==> config.mk <==
export PLATFORM = sky130hd
export DESIGN_NAME = irq_status_bank
export DESIGN_NICKNAME = d
export VERILOG_FILES = /design/src/rtl/irq_bank_pkg.sv /design/src/rtl/irq_addr_dec.sv /design/src/rtl/irq_status_reg.sv /design/src/rtl/irq_enable_reg.sv /design/src/rtl/irq_read_mux.sv /design/src/rtl/irq_pin.sv /design/src/rtl/irq_status_bank.sv
export SDC_FILE = /design/constraint.sdc
export NUM_CORES = 1
export LEC_CHECK = 0
export ABC_AREA = 1
export CORE_ASPECT_RATIO = 1.1
export CORE_MARGIN = 3
export CORE_UTILIZATION = 40
export CTS_CLUSTER_SIZE = 16
export DETAILED_ROUTE_END_ITERATION = 8
export GPL_TIMING_DRIVEN = 0
export HOLD_SLACK_MARGIN = 0.08
export PLACE_DENSITY = 0.79
export SYNTH_ARGS = -nofsm -noshare
export SYNTH_HDL_FRONTEND = slang
export SYNTH_SLANG_ARGS = --single-unit
==> constraint.sdc <==
create_clock -name clk -period 2 [get_ports clk]
set_input_delay 0.4 -clock clk [delete_from_list [all_inputs] [get_ports clk]]
set_output_delay 0.4 -clock clk [all_outputs]
set_load 0.1 [all_outputs]
==> src/rtl/irq_bank_pkg.sv <==
`timescale 1ns/1ps
package irq_bank_pkg;

  // Top address bit selects the bank: status or enable.
  typedef enum logic {
    BANK_STATUS = 1'b0,
    BANK_ENABLE = 1'b1
  } bank_e;

  function automatic int unsigned idx_width(input int unsigned n);
    return (n > 1) ? $clog2(n) : 1;
  endfunction

endpackage

==> src/rtl/irq_addr_dec.sv <==
`timescale 1ns/1ps
module irq_addr_dec
  import irq_bank_pkg::*;
#(
  parameter  int unsigned NUM_REGS = 3,
  localparam int unsigned IDX_W    = idx_width(NUM_REGS),
  localparam int unsigned ADDR_W   = IDX_W + 1
) (
  input  logic              rd_i,
  input  logic              wr_i,
  input  logic [ADDR_W-1:0] addr_i,
  output logic [NUM_REGS-1:0] rd_stat_o,
  output logic [NUM_REGS-1:0] rd_enb_o,
  output logic [NUM_REGS-1:0] wr_enb_o
);

  bank_e            bank;
  logic [IDX_W-1:0] idx;

  assign bank = bank_e'(addr_i[ADDR_W-1]);
  assign idx  = addr_i[IDX_W-1:0];

  // Writes to the status bank have no target, so they vanish here.
  always_comb begin
    rd_stat_o = '0;
    rd_enb_o  = '0;
    wr_enb_o  = '0;
    for (int i = 0; i < NUM_REGS; i++) begin
      if (idx == IDX_W'(i)) begin
        rd_stat_o[i] = rd_i && (bank == BANK_STATUS);
        rd_enb_o[i]  = rd_i && (bank == BANK_ENABLE);
        wr_enb_o[i]  = wr_i && (bank == BANK_ENABLE);
      end
    end
  end

endmodule

==> src/rtl/irq_status_reg.sv <==
`timescale 1ns/1ps
module irq_status_reg #(
  parameter int unsigned REG_W = 8
) (
  input  logic             clk,
  input  logic             rst_n,
  input  logic [REG_W-1:0] evt_i,
  input  logic [REG_W-1:0] src_i,
  input  logic [REG_W-1:0] en_i,
  input  logic             rd_hit_i,
  output logic [REG_W-1:0] status_o
);

  logic [REG_W-1:0] status_q;
  logic [REG_W-1:0] status_d;
  logic [REG_W-1:0] set_v;
  logic [REG_W-1:0] keep_v;
  logic             upd;

  // Next state: the read clears causes that are gone; new events always win.
  always_comb begin
    set_v    = evt_i & en_i;
    keep_v   = rd_hit_i ? (status_q & src_i) : status_q;
    status_d = keep_v | set_v;
    upd      = rd_hit_i | (|set_v);
  end

  always_ff @(posedge clk or negedge rst_n) begin
    if (!rst_n) begin
      status_q <= '0;
    end else if (upd) begin
      status_q <= status_d;
    end
  end

  assign status_o = status_q;

  AST_STICKY_HOLD: assert property (@(posedge clk) disable iff (!rst_n)
    !rd_hit_i |=> ((status_q & $past(status_q)) == $past(status_q)));

  AST_READ_KEEPS_ACTIVE: assert property (@(posedge clk) disable iff (!rst_n)
    rd_hit_i |=> ((status_q & $past(status_q & src_i)) == $past(status_q & src_i)));

  AST_NO_SET_DISABLED: assert property (@(posedge clk) disable iff (!rst_n)
    1'b1 |=> ((status_q & ~$past(status_q) & ~$past(evt_i & en_i)) == '0));

  AST_EVENT_WINS: assert property (@(posedge clk) disable iff (!rst_n)
    (|(evt_i & en_i)) |=> ((status_q & $past(evt_i & en_i)) == $past(evt_i & en_i)));

endmodule

==> src/rtl/irq_enable_reg.sv <==
`timescale 1ns/1ps
module irq_enable_reg #(
  parameter int unsigned REG_W = 8
) (
  input  logic             clk,
  input  logic             rst_n,
  input  logic             wr_hit_i,
  input  logic [REG_W-1:0] wdata_i,
  output logic [REG_W-1:0] en_o
);

  logic [REG_W-1:0] en_q;
  logic [REG_W-1:0] en_d;

  always_comb begin
    en_d = wdata_i;
  end

  always_ff @(posedge clk or negedge rst_n) begin
    if (!rst_n) begin
      en_q <= '0;
    end else if (wr_hit_i) begin
      en_q <= en_d;
    end
  end

  assign en_o = en_q;

endmodule

==> src/rtl/irq_read_mux.sv <==
`timescale 1ns/1ps
module irq_read_mux #(
  parameter  int unsigned NUM_REGS = 3,
  parameter  int unsigned REG_W    = 8,
  localparam int unsigned FLAT_W   = NUM_REGS * REG_W
) (
  input  logic [NUM_REGS-1:0] sel_stat_i,
  input  logic [NUM_REGS-1:0] sel_enb_i,
  input  logic [FLAT_W-1:0]   stat_i,
  input  logic [FLAT_W-1:0]   enb_i,
  output logic [REG_W-1:0]    rdata_o
);

  // AND-OR selection: no selected register gives zero.
  always_comb begin
    rdata_o = '0;
    for (int i = 0; i < NUM_REGS; i++) begin
      rdata_o |= ({REG_W{sel_stat_i[i]}} & stat_i[i*REG_W +: REG_W])
               | ({REG_W{sel_enb_i[i]}}  & enb_i[i*REG_W +: REG_W]);
    end
  end

endmodule

==> src/rtl/irq_pin.sv <==
`timescale 1ns/1ps
module irq_pin #(
  parameter int unsigned FLAT_W = 24
) (
  input  logic              clk,
  input  logic              rst_n,
  input  logic [FLAT_W-1:0] stat_i,
  input  logic [FLAT_W-1:0] enb_i,
  output logic              irq_n_o
);

  logic irq_n_q;
  logic irq_n_d;

  always_comb begin
    irq_n_d = ~(|(stat_i & enb_i));
  end

  always_ff @(posedge clk or negedge rst_n) begin
    if (!rst_n) begin
      irq_n_q <= 1'b1;
    end else begin
      irq_n_q <= irq_n_d;
    end
  end

  assign irq_n_o = irq_n_q;

endmodule

==> src/rtl/irq_status_bank.sv <==
`timescale 1ns/1ps
module irq_status_bank
  import irq_bank_pkg::*;
#(
  parameter  int unsigned NUM_REGS = 3,
  parameter  int unsigned REG_W    = 8,
  localparam int unsigned IDX_W    = idx_width(NUM_REGS),
  localparam int unsigned ADDR_W   = IDX_W + 1,
  localparam int unsigned FLAT_W   = NUM_REGS * REG_W
) (
  input  logic              clk,
  input  logic              rst_n,
  input  logic [FLAT_W-1:0] evt_i,
  input  logic [FLAT_W-1:0] src_act_i,
  input  logic              host_rd_i,
  input  logic              host_wr_i,
  input  logic [ADDR_W-1:0] host_addr_i,
  input  logic [REG_W-1:0]  host_wdata_i,
  output logic [REG_W-1:0]  host_rdata_o,
  output logic              irq_n_o
);

  logic [NUM_REGS-1:0] rd_stat;
  logic [NUM_REGS-1:0] rd_enb;
  logic [NUM_REGS-1:0] wr_enb;
  logic [FLAT_W-1:0]   stat_flat;
  logic [FLAT_W-1:0]   enb_flat;

  irq_addr_dec #(.NUM_REGS(NUM_REGS)) u_dec (
    .rd_i      (host_rd_i),
    .wr_i      (host_wr_i),
    .addr_i    (host_addr_i),
    .rd_stat_o (rd_stat),
    .rd_enb_o  (rd_enb),
    .wr_enb_o  (wr_enb)
  );

  for (genvar k = 0; k < NUM_REGS; k++) begin : g_reg
    irq_enable_reg #(.REG_W(REG_W)) u_enb (
      .clk      (clk),
      .rst_n    (rst_n),
      .wr_hit_i (wr_enb[k]),
      .wdata_i  (host_wdata_i),
      .en_o     (enb_flat[k*REG_W +: REG_W])
    );

    irq_status_reg #(.REG_W(REG_W)) u_stat (
      .clk      (clk),
      .rst_n    (rst_n),
      .evt_i    (evt_i[k*REG_W +: REG_W]),
      .src_i    (src_act_i[k*REG_W +: REG_W]),
      .en_i     (enb_flat[k*REG_W +: REG_W]),
      .rd_hit_i (rd_stat[k]),
      .status_o (stat_flat[k*REG_W +: REG_W])
    );
  end

  irq_read_mux #(.NUM_REGS(NUM_REGS), .REG_W(REG_W)) u_mux (
    .sel_stat_i (rd_stat),
    .sel_enb_i  (rd_enb),
    .stat_i     (stat_flat),
    .enb_i      (enb_flat),
    .rdata_o    (host_rdata_o)
  );

  irq_pin #(.FLAT_W(FLAT_W)) u_pin (
    .clk     (clk),
    .rst_n   (rst_n),
    .stat_i  (stat_flat),
    .enb_i   (enb_flat),
    .irq_n_o (irq_n_o)
  );

  AST_IRQ_LOW_PENDING: assert property (@(posedge clk) disable iff (!rst_n)
    (|(stat_flat & enb_flat)) |=> !irq_n_o);

  AST_IRQ_HIGH_IDLE: assert property (@(posedge clk) disable iff (!rst_n)
    !(|(stat_flat & enb_flat)) |=> irq_n_o);

endmodule

-- Word level (Yosys, flattened, before mapping)
Cells that the tools add are included.
- bits of input ports: 63
- output and inout port bits: 9
- flip-flop bits (word level): 49
- equal/unequal tests: 2
- bitwise operators: 26
- reduce and logical (&&, ||, !) cells: 8
- mux-type cells: 12
- operators with widths (operator ; number):
    AND 8 bit ; 12
    bitwise OR 8 bit ; 8
    AND 24 bit ; 1
    2-to-1 mux 8 bit ; 3
    OR reduction 24 bit ; 1
    OR reduction 8 bit ; 3
    2-to-1 mux 1 bit ; 9
    logical AND 1 bit ; 3
    bitwise OR 1 bit ; 3
    equality test 2 x 1 -> 1 bit (second input constant) ; 1
    equality test 2 bit (second input constant) ; 1
    zero test 2 bit ; 1
    inverter 1 bit ; 2

-- Longest topological paths before layout
Gate-level depths: netlist of run 1.
- word-level depth: 7
- depth in mapped cells: 7
- gate-level depth less buffers: 7

-- Cells and area by module
From an unflattened synthesis of run 1, not the netlist that was laid out.
- cell total of the unflattened synthesis: 420
- area total of the unflattened synthesis: 2701.3 um^2
- by module, submodules not included (module ; area each (um^2) ; cells an instance ; instances ; seq. area each (um^2)):
    irq_status_reg ; 355.3 ; 49 ; 3 ; 200.2
    irq_enable_reg ; 305.3 ; 34 ; 3 ; 200.2
    irq_read_mux ; 417.9 ; 102 ; 1 ; 0.0
    irq_pin ; 221.5 ; 51 ; 1 ; 26.3
    irq_addr_dec ; 80.1 ; 18 ; 1 ; 0.0

-- Least setup slack after synthesis of run 1
OpenSTA, ideal clock, no wires.
- path kind: input -> output
- start point: in host_addr_i[0]
- end point: out host_rdata_o[5]
- arrival time: 1.578 ns
- stages: 6
- slack: 0.022 ns
- data required time: 1.600 ns
- cell sequence: nor2_4 > buf_6 > nand3_1 > nand2_1 > nor2_1 > nand2_1
- longest elaborated chain between the ends: 6
- elaborated cells on any way between the ends: 20
- classes of those cells: 2 x eq/ne; 6 x mux; 11 x bitwise; 1 x reduce/logical
- RTL lines (what ; line ; source):
    start: declaration ; irq_status_bank.sv:17 ; input logic [ADDR_W-1:0] host_addr_i,
    equality test 2 x 1 -> 1 bit or zero test 2 bit (tied branches) ; irq_addr_dec.sv:29 ; if (idx == IDX_W'(i)) begin
    2-to-1 mux 1 bit ; irq_addr_dec.sv:29 ;
    AND 8 bit (on tied branches) ; irq_read_mux.sv:18, irq_read_mux.sv:19 ;
    bitwise OR 8 bit (2 in a row) ; irq_read_mux.sv:19 ; | ({REG_W{sel_enb_i[i]}} & enb_i[i*REG_W +: REG_W]);
    bitwise OR 8 bit * ; irq_read_mux.sv:19 ;
    end: declaration ; irq_status_bank.sv:19 ; output logic [REG_W-1:0] host_rdata_o,
Every way passes the cells marked *; elsewhere a longest branch is shown, timed or not.

-- Worst setup path after layout of run 1
- start point: in host_addr_i[0]
- end point: out host_rdata_o[3]
Same word-level chain as after synthesis.

==> results.json, run 1 <==
{
  "status": "completed",
  "grt.overflow.total": 0,
  "hpwl_mm": 5.45,
  "hold_viol": 0,
  "syn_nets": 407,
  "rows": 30,
  "io_pins": 72,
  "drt-initial-drc-count": 138,
  "fin_crit_sh": 0.903,
  "synth-seq-cells": 49,
  "synth_cells": 344,
  "ir_drop_uv": 418,
  "initial_core_util": 0.421,
  "clk_latency_ps": 310,
  "multiInputGateArea_sq_um": 1260,
  "cp-end-kind": "output pin",
  "powerDensity_nw_per_um2": 779,
  "die-area_sq_um": 7610,
  "worst_pin_slew_ps": 542,
  "final_util": 0.589,
  "grt_pass1_vias": 2521,
  "min-delay-path-class": "reg -> reg",
  "fmax_mhz": 554,
  "start_kind": "input pin",
  "area_delta_synth_final_pct": 39.8,
  "syn_area_per_cell_sq_um": 7.67,
  "vias": 2513,
  "clk_pin_slew_worst_paths_ps": 90,
  "cp.arrival_ps": 1410,
  "cts_made_buffers": 5,
  "r2r_slack_ps": 940,
  "die_w_microns": 83.5,
  "place_congestion": 0.905,
  "yosys_warnings": 0,
  "fill_cells": 554,
  "antenna_found_initial": 0,
  "netlist_area_sq_um": 2640,
  "final-setup-viol-count": 0,
  "clock_sinks": 49,
  "cts_tree": "yes",
  "track_usage": 0.192,
  "drive_gt1_frac": 0.181,
  "fp.coreArea_sq_um": 6270,
  "die_h_microns": 91.2,
  "htree_levels": 2,
  "route.detailed.drc": 0,
  "wire_per_inst_microns": 13.9,
  "path_class": "in -> out",
  "cts-root-buf": "clkbuf_8",
  "synth_cell_types": 20,
  "io_buffers": 71,
  "timing.final.crit_period_ps": 1810,
  "fin_worst_skew_ps": 6.21,
  "cellLeakagePower_nw": 1.75,
  "wirelength_mm": 7.08,
  "maxCapViolCount": 0,
  "regArea_sq_um": 1230,
  "grt_pass1_wl_mm": 11.8,
  "path_max_fanout": 10,
  "antenna_cells": 0,
  "vias_per_cell": 4.93,
  "grt_max_degree": 33,
  "total_power_w": 0.00288,
  "yosysSeqAreaShare": 0.465,
  "drt_pass1_iterations": 4,
  "clockBufferDepth": 2,
  "required_ps": 1600,
  "finalMaxSlewViolations": 0,
  "rsz0062_at_grt": "false",
  "slew_headroom": 0.640,
  "final_nets": 492,
  "postRouteAntennaNets": 0
}
==> cell usage after synthesis <==
cell type    n  area [sq um]
nand2_4      4          45.0
nor2_4       2          22.5
inv_2        6          22.5
nand2_2      7          43.8
nor2_8       1          20.0
o21ai_1     24           120
nand3_1     36           180
nand2_8      1          20.0
inv_4        1          6.26
inv_1       18          67.6
buf_2        2          10.0
dfrtp_1     48          1200
o21ai_0      9          45.0
nand2_1    149           559
o21ai_2     16           140
buf_8        1          15.0
dfstp_2      1          26.3
buf_6        3          33.8
inv_6        1          8.76
nor2_1      14          52.6
==> routing by layer <==
layer	up-vias	GRT usage	wire [microns]
met2	72	0.323	3430
met5	-	0	0
met3	14	0.0454	417
met1	1164	0.245	3060
li1	1263	-	-
met4	0	0.0590	168
==> cell type report <==
cell class	instances	share of cell area
Tap cell	80	0.0271
Sequential cell	49	0.333
Clock buffer	7	0.0261
Inverter	26	0.0292
Buffer	6	0.0193
Clock inverter	1	0.00136
Timing Repair Buffer	78	0.223
Multi-Input combinational cell	263	0.341
==> registers in the layout, summed over array words and instances, names as in the netlist <==
register,cells
g.u_enb.en_o,24
u_pin.irq_n_o,1
g.u_stat.status_o,24
==> critical path, cell delays in order <==
cell,delay (ps)
clkbuf_2,140
nor2_4,180
buf_6,160
nand3_1,80
nand2_1,90
nor2_1,50
nand2_1,120
buf_12,190
==> report_power, final <==
group | internal, W | switching, W
logic | 0.000377 | 0.000500
clock network | 0.000313 | 0.000335
registers | 0.00117 | 0.000184
==> cells in the final DEF, fill, tap and decap left out <==
master and instances:
buf_12 7, buf_2 1, buf_4 5, buf_6 5, buf_8 3, clkbuf_2 4, clkbuf_8 7, clkdlybuf4s15_2 1
clkdlybuf4s50_1 57, clkinv_2 1, dfrtp_1 48, dfstp_2 1, dlygate4sd3_1 1, inv_1 16, inv_2 7, inv_4 2
inv_6 1, nand2_1 148, nand2_2 7, nand2_4 5, nand2_8 1, nand3_1 36, nor2_1 13, nor2_2 1
nor2_4 2, nor2_8 1, o21ai_0 9, o21ai_1 24, o21ai_2 16
==> worst paths after layout <==
path	start	to	cells past startpoint
worst max-delay path	host_addr_i[0]	host_rdata_o[3]	8
worst min-delay path	g_reg[2].u_stat.status_o[0]	g_reg[2].u_stat.status_o[0]	2
worst max register to register	g_reg[2].u_enb.en_o[0]	u_pin.irq_n_o	5
worst min register to register	g_reg[2].u_stat.status_o[0]	g_reg[2].u_stat.status_o[0]	2
max in group asynchronous	rst_n	g_reg[0].u_enb.en_o[7]	3
min in group asynchronous	rst_n	g_reg[1].u_stat.status_o[2]	2
==> logic make-up (layout without fill, tap and decap cells) <==
| group | after synthesis | after routing | synth area share |
|---|---|---|---|
| AO/OA/AOI/OAI | 49 | 49 | 0.116 |
| AND/OR/NAND/NOR | 214 | 214 | 0.357 |
| buffers and inverters | 32 | 118 | 0.0621 |
| flip-flops | 49 | 49 | 0.465 |
==> through the flow <==
stage	setup WS [ps]	cell area, sq um	instances	hold WS, ps	setup TNS [ps]
finish	195	3690	510	517	0
global route	101	3690	510	542	0
CTS	17.9	3690	509	525	0
detailed placement	-1280	3470	496	364	-10090
global placement	-1280	3450	495	497	-50330
floorplan	22.1	2640	344	104	0
==> what timing repair did <==
| action | CTS | global route |
|---|---|---|
| buffers inserted | 4 | 1 |
| gates resized for setup | 85 | 10 |
| endpoints found under the setup margin | 9 | 8 |
| hold endpoints to repair | 16 | 0 |
| hold buffers | 1 | 0 |
| pin swaps | 5 | 7 |
No activity file was read; power rests on OpenSTA's default activity.
==> run 2: changes to the inputs <==
- CAP_MARGIN: not set -> 20
==> results of run 2 <==
No change in the layout: final DEF, timing and power equal those of run 1.
